$ cat config.mk
export PLATFORM = sky130hd
export DESIGN_NAME = sev_throttle
export DESIGN_NICKNAME = d
export VERILOG_FILES = /design/src/rtl/sev_pkg.sv /design/src/rtl/sev_period_timer.sv /design/src/rtl/sev_event_tally.sv /design/src/rtl/sev_score.sv /design/src/rtl/sev_admit.sv /design/src/rtl/sev_throttle.sv
export SDC_FILE = /design/constraint.sdc
export NUM_CORES = 1
export LEC_CHECK = 0
export ABC_AREA = 1
export ABC_CLOCK_PERIOD_IN_PS = 10030
export BUFFER_PORTS_ARGS = -buffer_cell sky130_fd_sc_hd__buf_4
export CORE_MARGIN = 2
export CORE_UTILIZATION = 65
export CTS_BUF_LIST = sky130_fd_sc_hd__clkbuf_4 sky130_fd_sc_hd__clkbuf_8
export DETAILED_ROUTE_END_ITERATION = 8
export MAX_ROUTING_LAYER = met4
export PLACE_DENSITY = 0.85
export SYNTH_ARGS = -nofsm -noshare
export SYNTH_HDL_FRONTEND = slang
export SYNTH_HIERARCHICAL = 1
export SYNTH_SLANG_ARGS = --single-unit
export TNS_END_PERCENT = 100
$ cat constraint.sdc
create_clock -name clk -period 10.03 [get_ports clk]
set_clock_uncertainty 0.05 [all_clocks]
set_input_delay 1.003 -clock clk [delete_from_list [all_inputs] [get_ports clk]]
set_output_delay 1.003 -clock clk [all_outputs]
set_load 0.01 [all_outputs]
$ cat src/rtl/sev_pkg.sv
package sev_pkg;
  localparam int SEV_NUM_PROT = 4;
  localparam int SEV_CNT_W    = 8;

  typedef logic [SEV_NUM_PROT-1:0] prot_ev_t;

  function automatic int tally_width(input int n_inputs);
    return $clog2(n_inputs + 2);
  endfunction
endpackage

$ cat src/rtl/sev_period_timer.sv
module sev_period_timer #(
  parameter int PERIOD_CYC = 250_000_000
) (
  input  logic clk,
  input  logic rst_n,
  output logic tick
);
  localparam int TW = (PERIOD_CYC > 2) ? $clog2(PERIOD_CYC) : 1;
  localparam logic [TW-1:0] LAST = TW'(PERIOD_CYC - 1);

  logic [TW-1:0] tmr_q;

  always_ff @(posedge clk) begin
    if (!rst_n)         tmr_q <= '0;
    else if (tmr_q == LAST) tmr_q <= '0;
    else                tmr_q <= tmr_q + 1'b1;
  end

  assign tick = (tmr_q == LAST);

  AST_TICK_ISOLATED: assert property (@(posedge clk) disable iff (!rst_n)
    tick |=> !tick);
endmodule

$ cat src/rtl/sev_event_tally.sv
module sev_event_tally #(
  parameter int N_IN    = 4,
  parameter int TALLY_W = 3
) (
  input  logic [N_IN-1:0]    ev,
  input  logic               accept,
  output logic [TALLY_W-1:0] tally
);
  logic [N_IN:0] bits;

  generate
    for (genvar i = 0; i < N_IN; i++) begin : g_bit
      assign bits[i] = ev[i];
    end
  endgenerate
  assign bits[N_IN] = accept;

  always_comb begin
    tally = '0;
    for (int i = 0; i <= N_IN; i++) tally = tally + TALLY_W'(bits[i]);
  end
endmodule

$ cat src/rtl/sev_score.sv
module sev_score #(
  parameter int CNT_W   = 8,
  parameter int TALLY_W = 3
) (
  input  logic               clk,
  input  logic               rst_n,
  input  logic [TALLY_W-1:0] add,
  input  logic               boundary,
  input  logic               suspect,
  output logic [CNT_W-1:0]   cnt
);
  localparam int WW = CNT_W + TALLY_W + 1;
  localparam logic [CNT_W-1:0] MAXV = {CNT_W{1'b1}};

  logic [CNT_W-1:0] cnt_q;
  logic             dec;
  logic [WW-1:0]    wide;
  logic [CNT_W-1:0] cnt_d;

  assign dec = boundary && (cnt_q != '0);

  always_comb begin
    wide = WW'(cnt_q) + WW'(add) - WW'(dec);
    if (suspect)               cnt_d = MAXV;
    else if (wide > WW'(MAXV)) cnt_d = MAXV;
    else                       cnt_d = wide[CNT_W-1:0];
  end

  always_ff @(posedge clk) begin
    if (!rst_n) cnt_q <= '0;
    else        cnt_q <= cnt_d;
  end

  assign cnt = cnt_q;

  AST_SUSPECT_MAX: assert property (@(posedge clk) disable iff (!rst_n)
    suspect |=> (cnt_q == MAXV));
  AST_NO_OVERFLOW: assert property (@(posedge clk) disable iff (!rst_n)
    (cnt_q == MAXV && !boundary) |=> (cnt_q == MAXV));
  AST_DEC_STEP: assert property (@(posedge clk) disable iff (!rst_n)
    (boundary && cnt_q != '0 && add == '0 && !suspect)
      |=> (cnt_q == CNT_W'($past(cnt_q) - 1'b1)));
endmodule

$ cat src/rtl/sev_admit.sv
module sev_admit (
  input  logic clk,
  input  logic rst_n,
  input  logic req_valid,
  input  logic score_zero,
  input  logic boundary,
  output logic req_ready
);
  assign req_ready = req_valid && (score_zero || boundary);

  AST_STALL_HOLD: assert property (@(posedge clk) disable iff (!rst_n)
    (req_valid && !score_zero && !boundary) |-> !req_ready);
  AST_ZERO_ADMIT: assert property (@(posedge clk) disable iff (!rst_n)
    (req_valid && score_zero) |-> req_ready);
endmodule

$ cat src/rtl/sev_throttle.sv
module sev_throttle #(
  parameter int PERIOD_CYC = 250_000_000
) (
  input  logic       clk,
  input  logic       rst_n,
  input  logic       ev_decrypt_fail,
  input  logic       ev_key_derive,
  input  logic       ev_priv_key,
  input  logic       ev_secret_key,
  input  logic       ev_suspect,
  input  logic       req_valid,
  output logic       req_ready,
  output logic       idle_busy,
  output logic [7:0] sec_count
);
  import sev_pkg::*;

  localparam int TALLY_W = tally_width(SEV_NUM_PROT);

  prot_ev_t               prot;
  logic                   tick;
  logic [TALLY_W-1:0]     tally;
  logic [SEV_CNT_W-1:0]   score;
  logic                   accept;

  assign prot = {ev_secret_key, ev_priv_key, ev_key_derive, ev_decrypt_fail};

  sev_period_timer #(.PERIOD_CYC(PERIOD_CYC)) u_timer (
    .clk (clk), .rst_n (rst_n), .tick (tick)
  );

  sev_event_tally #(.N_IN(SEV_NUM_PROT), .TALLY_W(TALLY_W)) u_tally (
    .ev (prot), .accept (accept), .tally (tally)
  );

  sev_score #(.CNT_W(SEV_CNT_W), .TALLY_W(TALLY_W)) u_score (
    .clk (clk), .rst_n (rst_n), .add (tally), .boundary (tick),
    .suspect (ev_suspect), .cnt (score)
  );

  sev_admit u_admit (
    .clk (clk), .rst_n (rst_n), .req_valid (req_valid),
    .score_zero (score == '0), .boundary (tick), .req_ready (accept)
  );

  assign req_ready = accept;
  assign idle_busy = (score != '0);
  assign sec_count = score;

  AST_BUSY_FALL: assert property (@(posedge clk) disable iff (!rst_n)
    $fell(idle_busy) |-> $past(tick));
  AST_READY_VALID: assert property (@(posedge clk) disable iff (!rst_n)
    req_ready |-> req_valid);
endmodule

==> Yosys cells after proc, flatten, opt, wreduce, memory -nomap -nowiden <==
Index checks and enable logic that the tools add are counted.
{ "word_totals": {"out_inout_bits": 10, "inputBits": 8, "elab_cells": 20, "ff_bits": 36} }
{ "classes": {"n_mux": 2, "n_eq_ne": 1, "order_cmp": 1, "n_addsub": 7, "bitwise_logic": 1, "n_reduce_logical": 6} }
{ "ops": {"columns": ["operator", "count"], "rows": [
  ["adder 28 x 1 -> 28 bit, second input constant", 1],
  ["== test 28 bit, second input constant", 1],
  ["2-to-1 mux 8 bit", 2],
  ["greater-than comparator 12 x 8 -> 1 bit, second input constant", 1],
  ["subtractor 12 x 1 -> 12 bit", 1],
  ["adder 3 x 1 -> 3 bit", 3],
  ["adder 8 x 3 -> 9 bit", 1],
  ["zero test 8 bit", 1],
  ["nonzero test 8 bit", 1],
  ["adder 1 x 1 -> 2 bit", 1],
  ["logical AND 1 bit", 2],
  ["OR reduction 2 bit", 1],
  ["logical OR 1 bit", 1],
  ["NOT 1 bit", 1]
]} }

==> Longest topological paths before layout <==
{ "logic_depth": {"word_depth": 9, "depth_mapped": 23} }

==> Modules after synthesis <==
The synthesis kept the hierarchy.
{ "modules_own_cells": {"columns": ["module", "area_each_um2", "instances", "cells_per_inst"], "rows": [
  ["sev_period_timer", 1609.0, 1, 257],
  ["sev_score", 898.4, 1, 139],
  ["sev_event_tally", 71.3, 1, 8],
  ["sev_throttle", 60.1, 1, 16],
  ["sev_admit", 11.3, 1, 3]
]} }

==> Worst setup path after synthesis <==
Ideal clock, no wire load.
{ "synth_path": {"path_kind": "input to register", "from": "input ev_decrypt_fail", "to": "register u_score.cnt_q[4] (netlist: u_score/cnt[4])", "path_stages": 16, "t_arrival_ps": 3654, "n_path_buf": 0, "setup_ps": 114, "setup_slack_ps": 6212, "path_cell_list": "inv_1 -> fa_1 -> inv_1 -> fa_1 -> ha_1 -> inv_1 -> ha_1 -> fa_1 -> inv_1 -> nand3_1 -> nand2_2 -> nand2_2 -> nand3_2 -> nand3_2 -> nor2_1 -> nor2_1"} }
{ "synth_via": {"elab_chain_len": 9} }
{ "synth_lines": {"columns": ["element", "line", "text"], "rows": [
  ["from (decl)", "sev_throttle.sv:6", "input logic ev_decrypt_fail,"],
  ["adder 1 x 1 -> 2 bit (*)", "sev_event_tally.sv:20", "for (int i = 0; i <= N_IN; i++) tally = tally + TALLY_W'(bits[i]);"],
  ["adder 3 x 1 -> 3 bit (*) (3 in series)", "sev_event_tally.sv:20", null],
  ["named net tally[1]", "sev_throttle.sv:22", "logic [TALLY_W-1:0] tally;"],
  ["adder 8 x 3 -> 9 bit (*)", "sev_score.sv:23", "wide = WW'(cnt_q) + WW'(add) - WW'(dec);"],
  ["subtractor 12 x 1 -> 12 bit (*)", "sev_score.sv:23", null],
  ["greater-than comparator 12 x 8 -> 1 bit", "sev_score.sv:25", "else if (wide > WW'(MAXV)) cnt_d = MAXV;"],
  ["2-to-1 mux 8 bit (*)", "sev_score.sv:25", null],
  ["2-to-1 mux 8 bit (*)", "sev_score.sv:24", "if (suspect) cnt_d = MAXV;"],
  ["to (signal assigned)", "sev_score.sv:31", "else cnt_q <= cnt_d;"],
  ["to (decl)", "sev_score.sv:15", "logic [CNT_W-1:0] cnt_q;"]
]} }
The timed path passes the listed nets; every way through them passes the cells marked *.
A chain may end at the register's enable or synchronous reset.

==> Worst setup path in the final report <==
{ "layout_path": {"from": "input ev_decrypt_fail", "to": "register u_score.cnt_q[6] (netlist: u_score/cnt[6])"} }
Same word-level chain as after synthesis.

==> results.py <==
metrics = {
    "logic_synthesis": {
        "syn_nets": 450,
        "synth_cells": 423,
        "yosys_warnings": 6,
        "synthDistinctLibCells": 26,
        "syn_area_um2": 2650,
        "synth_area_per_cell_um2": 6.26,
        "seq_area_frac_synth": 0.272,
        "ys_ff_latch": 36,
    },
    "status": {
        "run_status": "complete, no violations",
    },
    "timing": {
        "layout_worst_path_cycle_share": 0.376,
        "worst_pin_slew_ns": 0.313,
        "grt_setup_unrepaired": "no",
        "setup_violations": 0,
        "finalHoldViolCount": 0,
        "fmax_mhz": 265,
        "slew_viol_final": 0,
        "max_slew_margin": 0.791,
        "finalCriticalPeriod_ns": 3.77,
        "hold_slack_ns": 0.417,
        "timing.setup.tns_ns": 0,
    },
    "global_route": {
        "grt_pass1_vias": 2249,
        "antenna_found_initial": 0,
        "grt_max_degree": 29,
        "grt_usage": 0.276,
        "grt_overflow": 0,
        "grt_pass1_wl_um": 9380,
    },
    "final_layout": {
        "drive_gt1_frac": 0.119,
        "diodes": 0,
        "area_delta_synth_final_pct": 9.40,
        "fin_cells": 495,
        "design_area_um2": 2900,
        "nets": 472,
    },
    "placement": {
        "placed_cell_area_um2": 2820,
        "dp_hpwl_um": 4500,
        "dp.cells": 488,
        "place.gp.congestion": 0.985,
        "io_buffers": 17,
    },
    "route": {
        "route.vias.total": 2562,
        "drtIter0Drc": 173,
        "wl_per_cell_um": 11.3,
        "first_pass_iters": 5,
        "antenna_left": 0,
        "drc": 0,
        "drt-total-wl_um": 5610,
        "routed_via_density": 5.18,
    },
    "cts": {
        "postCtsHoldBufs": 0,
        "clk_root_buffer_cell": "clkbuf_8",
        "numCtsBuffers": 5,
        "cts.path.max_buffers": 2,
        "post_cts_buffers": 0,
        "clock_sinks": 36,
        "cts_tree": "done",
        "clkLatencyLatePin_ns": 0.28,
        "post_cts_resized": 0,
        "clk_pin_slew_ns": 0.07,
        "htree_levels": 2,
    },
    "setup_path": {
        "worst-path-max-fanout": 5,
        "cp-end-kind": "flip-flop",
        "cp_data_required_time_ns": 10.16,
        "cpMostUsedCell": "inv_1",
        "max_stage_delay_ns": 0.52,
        "arrival_ns": 3.90,
        "start_kind": "input port",
        "critical_path.slowest_cell": "fa_1",
        "crit_path_cell_trace": "buf_4, inv_1, fa_1, inv_1, fa_1, ha_1, inv_1, ha_1, fa_1, inv_1, nand3_1, nand2_2, nand2_2, nand3_2, nand3_2, nor2_1, nor2_1",
        "critical_path_class": "in2reg",
    },
    "min_path": {
        "min_path_type": "reg2reg",
    },
    "die": {
        "rows": 23,
        "die_area_um2": 4600,
        "pin_count": 18,
        "start_util": 0.667,
        "die_w_um": 67.9,
        "core_area_um2": 3970,
        "die_h_um": 67.9,
    },
    "job": {
        "drv_cap": 0,
    },
    "power_and_ir_drop": {
        "power_density_nw_per_um2": 157,
        "max-vdd-ir-drop_uv": 121,
        "total_power_uw": 455,
        "power.leakage_nw": 1.31,
    },
}
layout by cell type, fill, tap and decap left out, types with 4 or more instances in the layout:
master	n
nand2_1	117
inv_1	81
nor2_1	78
dfxtp_1	36
nand3_1	22
buf_4	17
ha_1	16
nand4_1	8
nand2_2	8
xor2_1	8
a21oi_1	7
nor2_2	6
clkbuf_8	5
nand3_2	4
nor2_4	4
xnor2_1	4
cell families after synthesis:
| family | Yosys count | share of synthesized area |
|---|---|---|
| and+or+nand+nor | 257 | 0.430 |
| buffers and inverters | 85 | 0.126 |
| DFF | 36 | 0.272 |
| adders and majority gates | 19 | 0.0982 |
| AOI/OAI and AO/OA | 14 | 0.0345 |
| xor gates and xnor gates | 12 | 0.0397 |
synthesized netlist by cell type:
cell / instances / area [um2]
a21oi_1: 7 / 35.0
a21oi_2: 2 / 17.5
a21oi_4: 1 / 16.3
and2_1: 2 / 12.5
buf_6: 2 / 22.5
dfxtp_1: 36 / 721
fa_1: 3 / 60.1
ha_1: 16 / 200
inv_1: 81 / 304
inv_2: 2 / 7.51
nand2_1: 117 / 439
nand2_2: 8 / 50.1
nand2_4: 2 / 22.5
nand3_1: 22 / 110
nand3_2: 4 / 40.0
nand3b_1: 3 / 22.5
nand4_1: 8 / 50.1
nor2_1: 78 / 293
nor2_2: 6 / 37.5
nor2_4: 4 / 45.0
nor3_1: 2 / 10.0
nor4_1: 1 / 6.26
o21ai_0: 3 / 15.0
o31ai_1: 1 / 7.51
xnor2_1: 4 / 35.0
xor2_1: 8 / 70.1
metrics by stage:
stage / worst slack, ns / utilization
after detailed placement: 5.95 / 0.710
after CTS: 6.26 / 0.730
after global routing: 6.04 / 0.730
final: 6.26 / 0.730
after floorplan: 6.21 / -
after global placement: 6.03 / 0.710
registers in the layout (all words and copies together) (netlist names):
signal         flops
u_score/cnt        8
u_timer/tmr_q     28
final cells by class:
type | count | area (um2)
clock buffers | 6 | 76.3
clock inverters | 1 | 5.00
fillers | 334 | 1070
inverters | 83 | 312
multi-input cells | 302 | 1600
flip-flops and latches | 36 | 721
well taps | 50 | 62.6
repair buffers | 17 | 128
where the power goes:
part | switching, mW | leakage (nW) | internal [mW]
logic | 0.120 | 0.975 | 0.0731
clock network | 0.0484 | 0.0445 | 0.0499
registers | 0.0112 | 0.293 | 0.152
final timing paths:
| kind | from | to | slack [ns] | cells past startpoint |
|---|---|---|---|---|
| min | u_timer/tmr_q[0] | u_timer/tmr_q[0] | 0.42 | 1 |
| min reg2reg | u_timer/tmr_q[0] | u_timer/tmr_q[0] | 0.42 | 1 |
| max reg2reg | u_timer/tmr_q[0] | u_score/cnt[6] | 6.35 | 22 |
| max | ev_decrypt_fail | u_score/cnt[6] | 6.26 | 17 |
per-layer routing:
metal | routed length, um | vias up | global-route usage
li1 | - | 1316 | -
met4 | 156 | 0 | 0.123
met5 | 0 | - | -
met1 | 2360 | 1163 | 0.305
met3 | 230 | 14 | 0.0395
met2 | 2870 | 69 | 0.494
worst max-delay path, delay by kind of cell:
kind / cells / cell delay (ns)
buf+inv: 5 / 0.28
simple gates: 7 / 0.69
fa+ha+maj: 5 / 1.93
Note: power is estimated with default switching activity, not from simulation.
